--- src/rtl/gpio_bank_regs.sv ---
module gpio_bank_regs #(
  parameter int NUM_BANKS = 2,
  parameter int BANK_W    = 32,
  parameter int ADDR_W    = 8,
  parameter int BASE      = 16,
  parameter int STRIDE    = 40
) (
  input  logic                        clk,
  input  logic                        rst_n,
  input  logic                        bus_req,
  input  logic                        bus_wr,
  input  logic [ADDR_W-1:0]           bus_addr,
  input  logic [BANK_W-1:0]           bus_wdata,
  output logic [BANK_W-1:0]           bus_rdata,
  output logic                        bus_ready,
  output logic [NUM_BANKS*BANK_W-1:0] gpio_out,
  output logic [NUM_BANKS*BANK_W-1:0] gpio_oe,
  input  logic [NUM_BANKS*BANK_W-1:0] pad_in
);

  logic [BANK_W-1:0] rd_bank [NUM_BANKS];
  logic [BANK_W-1:0] rd_any;
  wire               wr_en = bus_req & bus_wr;

  for (genvar b = 0; b < NUM_BANKS; b++) begin : g_bank
    localparam int GB = BASE + STRIDE * b;
    localparam logic [ADDR_W-1:0] A_DIR = ADDR_W'(GB);
    localparam logic [ADDR_W-1:0] A_OUT = ADDR_W'(GB + 4);
    localparam logic [ADDR_W-1:0] A_SET = ADDR_W'(GB + 8);
    localparam logic [ADDR_W-1:0] A_CLR = ADDR_W'(GB + 12);
    localparam logic [ADDR_W-1:0] A_IN  = ADDR_W'(GB + 16);

    logic [BANK_W-1:0] dir_q, out_q, s1_q, s2_q;

    wire hit_dir = bus_addr == A_DIR;
    wire hit_set = bus_addr == A_SET;
    wire hit_clr = bus_addr == A_CLR;
    wire hit_out = (bus_addr == A_OUT) | hit_set | hit_clr;
    wire hit_in  = bus_addr == A_IN;

    always_ff @(posedge clk or negedge rst_n) begin
      if (!rst_n) begin
        dir_q <= '1;
        out_q <= '0;
        s1_q  <= '0;
        s2_q  <= '0;
      end else begin
        s1_q <= pad_in[b*BANK_W +: BANK_W];
        s2_q <= s1_q;
        if (wr_en && hit_dir) dir_q <= bus_wdata;
        if (wr_en && hit_set) out_q <= out_q | bus_wdata;
        else if (wr_en && hit_clr) out_q <= out_q & ~bus_wdata;
      end
    end

    assign rd_bank[b] = hit_dir ? dir_q :
                        hit_out ? out_q :
                        hit_in  ? s2_q  : '0;

    assign gpio_out[b*BANK_W +: BANK_W] = out_q;
    assign gpio_oe[b*BANK_W +: BANK_W]  = ~dir_q;
  end

  always_comb begin
    rd_any = '0;
    for (int b = 0; b < NUM_BANKS; b++) rd_any = rd_any | rd_bank[b];
  end

  always_ff @(posedge clk or negedge rst_n) begin
    if (!rst_n) begin
      bus_ready <= 1'b0;
      bus_rdata <= '0;
    end else begin
      bus_ready <= bus_req;
      bus_rdata <= (bus_req && !bus_wr) ? rd_any : '0;
    end
  end

endmodule


--- config.mk ---
export PLATFORM = sky130hd
export DESIGN_NAME = gpio_bank_regs
export DESIGN_NICKNAME = d
export VERILOG_FILES = /design/src/rtl/gpio_bank_regs.sv
export SDC_FILE = /design/constraint.sdc
export NUM_CORES = 1
export LEC_CHECK = 0
export ABC_AREA = 1
export BUFFER_PORTS_ARGS = -buffer_cell sky130_fd_sc_hd__buf_2
export CORE_MARGIN = 2
export CORE_UTILIZATION = 40
export DETAILED_ROUTE_END_ITERATION = 8
export PLACE_DENSITY = 0.66
export SYNTH_ARGS = -nofsm -noshare
export SYNTH_HDL_FRONTEND = slang
export SYNTH_SLANG_ARGS = --single-unit
export TNS_END_PERCENT = 20
--- constraint.sdc ---
create_clock -name clk -period 0.9 [get_ports clk]
set_clock_uncertainty 0.05 [all_clocks]
set_input_delay 0.18 -clock clk [delete_from_list [all_inputs] [get_ports clk]]
set_output_delay 0.18 -clock clk [all_outputs]
set_load 0.05 [all_outputs]
* Yosys cells after proc, flatten, opt, wreduce, memory -nomap -nowiden
Cells that the tools add are included.
** Operators by class
- Equal/unequal tests :: 10
- Mux-type cells :: 11
- Bitwise gates (word level) :: 13
- Reductions and logical operators :: 10
** Operators by type and width (count)
- $mux W32 :: 11
- $not A32 Y32 :: 3
- $or A32 B32 Y32 :: 3
- $and A32 B32 Y32 :: 2
- $eq A8 B5 Y1 const B :: 4
- $eq A8 B6 Y1 const B :: 3
- $eq A8 B7 Y1 const B :: 3
- $logic_and A1 B1 Y1 :: 7
- $or A1 B1 Y1 :: 4
- $reduce_bool A2 Y1 :: 2
- $and A1 B1 Y1 :: 1
- $logic_not A1 Y1 :: 1
** Word-level totals
- Register bits :: 289
- Input port bits :: 108
- Output and inout port bits :: 161
- Word-level logic and storage cells :: 54

* Logic depth before layout (Yosys ltp)
- Word-level depth :: 7
- Mapped depth :: 10

* Least setup slack after synthesis
No wires, ideal clock.
- Path kind :: input to register
- Start point :: in bus_addr[6]
- End point :: reg with a tool-made name
- Arrival time :: 1087 ps
- Required time :: 774 ps
- Setup slack :: -314 ps
- Stages on the path :: 7
- Path buffers :: 1
- Cell sequence :: inv_1 -> nand2_1 -> nor2_4 -> nand4_2 -> or2_4 -> buf_6 -> o21ai_1
** RTL lines
- start, declared :: line 12 : input logic [ADDR_W-1:0] bus_addr,

* Worst setup path after layout
- Start point :: reg g_bank[0].dir_q[23]
- End point :: out gpio_oe[23]
** On the way
- Longest elaborated chain between the ends :: 1
** Ends and longest elaborated chain
- start, declared :: line 33 : logic [BANK_W-1:0] dir_q, out_q, s1_q, s2_q;
- start signal, assigned :: line 50 : if (wr_en && hit_dir) dir_q <= bus_wdata;
- $not A32 Y32 :: line 61 : assign gpio_oe[b*BANK_W +: BANK_W] = ~dir_q;
- end, declared :: line 17 : output logic [NUM_BANKS*BANK_W-1:0] gpio_oe,
No other way between the ends.

==> impl_metrics.tcl <==
set metrics [dict create \
    status "finished with violations" \
    violations "negative setup slack" \
    final_hold_viol_count 0 \
    critPathSlowestCell "dfstp_2" \
    hp-class "primary input to asynchronous set/reset pin" \
    p_leak_nw 8.27 \
    ys_ff_latch 289 \
    insertion_delay_ns 0.56 \
    die_h_um 172 \
    clock_path_buffers 3 \
    internal_power_mw 22.2 \
    syn_area_um2 11300 \
    fmax_mhz 648 \
    p_clk_share_pct 42.7 \
    setup_slack_ns -0.642 \
    grt_pass1_wl_um 59600 \
    cts-root-buf "clkbuf_16" \
    design_area_um2 17500 \
    grt_overflow 0 \
    grt_max_degree 39 \
    r2r_slack_ns -0.31 \
    grtUsageTotal_pct 26.4 \
    placed_cells 1833 \
    ios 269 \
    routed_wl_um 39700 \
    first_iter_violations 925 \
    max_slew_margin_pct 73.2 \
    antenna_found_initial 4 \
    switching_share_pct 24.5 \
    routed-via-count 10500 \
    nets 1754 \
    crit_start "g_bank[0].dir_q[23]" \
    slowest_delay_ns 0.56 \
    first_pass_iters 5 \
    cp-start-kind "register" \
    syn_to_final_growth_pct 54.7 \
    grt_pass1_vias 10600 \
    dpl_cell_area_um2 13900 \
    endpoint "gpio_oe[23]" \
    clkTransAtPathRegs_ns 0.06 \
    end_kind "output port" \
    rsz0062_at_grt "yes" \
    cts_sinks 289 \
    r2r_start "g_bank[0].dir_q[9]" \
    r2r_cells 6 \
    via_per_inst 5.14 \
    cp_max_fo 2 \
    slew_viol_final 0 \
    holdWs_ns 0.0673 \
    core.rowCount 61 \
    p_per_area_nw_per_um2 1670 \
    syn_nets 1285 \
    cp.required_ns 0.67 \
    htreeDepth 1 \
    p_switching_mw 7.19 \
    cp.arrival_ns 1.31 \
    maxCapViolCount 0 \
    initial_core_util_pct 40.7 \
    gp_congestion 0.846 \
    core_area_um2 27900 \
    dieArea_um2 29700 \
    timing.final.crit_share_pct 171 \
    path_class "register to output port" \
    drt-wirelength-per-cell_um 19.4 \
    multi_input_area_um2 3300 \
    drive_gt1_share_pct 38.1 \
    hpwl_um 24700 \
    yosysUniqueCellTypes 22 \
    cts_tree "done" \
    ant_nets 0 \
    final_cells 2052 \
    max_slew.worst_pin.slew_ns 0.402 \
    numCtsBuffers 31 \
    period_needed_ns 1.54 \
    die_w_um 172 \
    portBuffers 268 \
    synthCells 1177 \
    n_fill_cell 2087 \
    setup_violations 250 \
    total_power_mw 29.4 \
    ys_seq_area_share_pct 64.5 \
    ff_latch_area_um2 7310 \
    place_ws_ns -0.709 \
    combPwrFrac_pct 10.4 \
    peakVddDrop_v 0.00131 \
    sequentialPowerShare_pct 46.9 \
    syn_avg_cell_area_um2 9.64 \
    drc 0 \
    r2r-end "bus_rdata[9]" \
    path_cells "inv_2 -> buf_6" \
    ys_warn_count 0 \
]
worst max-delay path, delay by kind of cell (launching register included):
family   cells  cell delay (ns)
flops        1             0.56
buf+inv      2             0.18
synthesized netlist by cell type:
cell      instances  area (um^2)
nand3_1         129          646
clkinv_1          2         7.51
nor2_2            2         12.5
nand2_1         242          908
o21ai_0         132          661
nand4_2           1         12.5
clkbuf_1         29          109
inv_1           140          526
nor2_1           40          150
a21oi_1          32          160
buf_4            10         75.1
nand4_1          32          200
buf_6             8         90.1
nand2_2           1         6.26
o21ai_1          60          300
buf_2            22          110
or2_4             1         8.76
dfrtp_1         225         5630
dfstp_2          64         1680
nand3_2           2         20.0
nor2_4            2         22.5
inv_2             1         3.75
final cells by class:
type | count | share of cell area, %
Clock inverter | 9 | 0.585
Sequential cell | 289 | 41.7
Clock buffer | 49 | 5.15
Tap cell | 378 | 2.70
Timing Repair Buffer | 505 | 27.8
Inverter | 143 | 3.20
Multi-Input combinational cell | 676 | 18.8
Antenna cell | 3 | 0.0428
power groups by stage:
| stage | clock network [mW] | registers (mW) | logic [mW] |
|---|---|---|---|
| floorplan | 0 | 14.2 | 0.793 |
| global placement | 0 | 14.0 | 2.24 |
| detailed placement | 0 | 14.0 | 2.26 |
| CTS | 12.7 | 13.8 | 2.95 |
| global route | 13.3 | 13.8 | 3.24 |
| finish | 12.5 | 13.8 | 3.05 |
routing by layer:
layer | up-vias | track usage, % | share of wire [%]
met3 | 131 | 4.74 | 8.4
met1 | 5038 | 34.8 | 40
li1 | 4748 | - | -
met2 | 623 | 43.8 | 48
met4 | 2 | 10.1 | 3.6
met5 | - | 0 | 0.028
metrics by stage:
step | setup TNS [ns] | util, %
after floorplan | -38.59 | -
after global placement | -98.90 | 49.9
after detailed placement | -104.39 | 49.9
after CTS | -92.43 | 62.3
after global routing | -102.71 | 63.0
final | -91.43 | 63.0
worst min path at each step:
stage	from	to	slack, ns	cells after the start
floorplan	rst_n	asynchronous set/reset pin	-0.17	0
global placement	rst_n	g_bank[1].s2_q[6]	0.04	1
detailed placement	rst_n	g_bank[1].s2_q[5]	0.04	1
CTS	rst_n	bus_ready	0.05	2
global route	rst_n	bus_ready	0.07	2
finish	rst_n	bus_ready	0.07	2
layout by cell type (no fill, tap or decap), drive strengths merged, types with 33 or more instances in the layout:
cell,Yosys,layout
nand3,131,131
dfstp,64,64
nand2,243,243
nor2,44,44
dfrtp,225,225
inv,141,143
o21ai,192,192
buf,40,407
clkbuf,29,49
dlygate4sd3,0,98
nand4,33,33
cells by family after synthesis:
kind of cell           count (synthesis)  synth area share [%]
AND/OR/NAND/NOR                      452                  17.5
flip-flops                           289                  64.5
AO/OA/AOI/OAI                        224                  9.89
buffers and inverters                212                  8.12
timing repair:
action | 4_1_cts | 5_1_grt
endpoints found under the setup margin | 296 | 320
hold endpoints to repair | 473 | 0
pin swaps | 11 | 4
setup buffers | 55 | 5
hold buffers | 98 | 0
gates resized for setup | 417 | 117
Power figures use the tool's default switching activity.
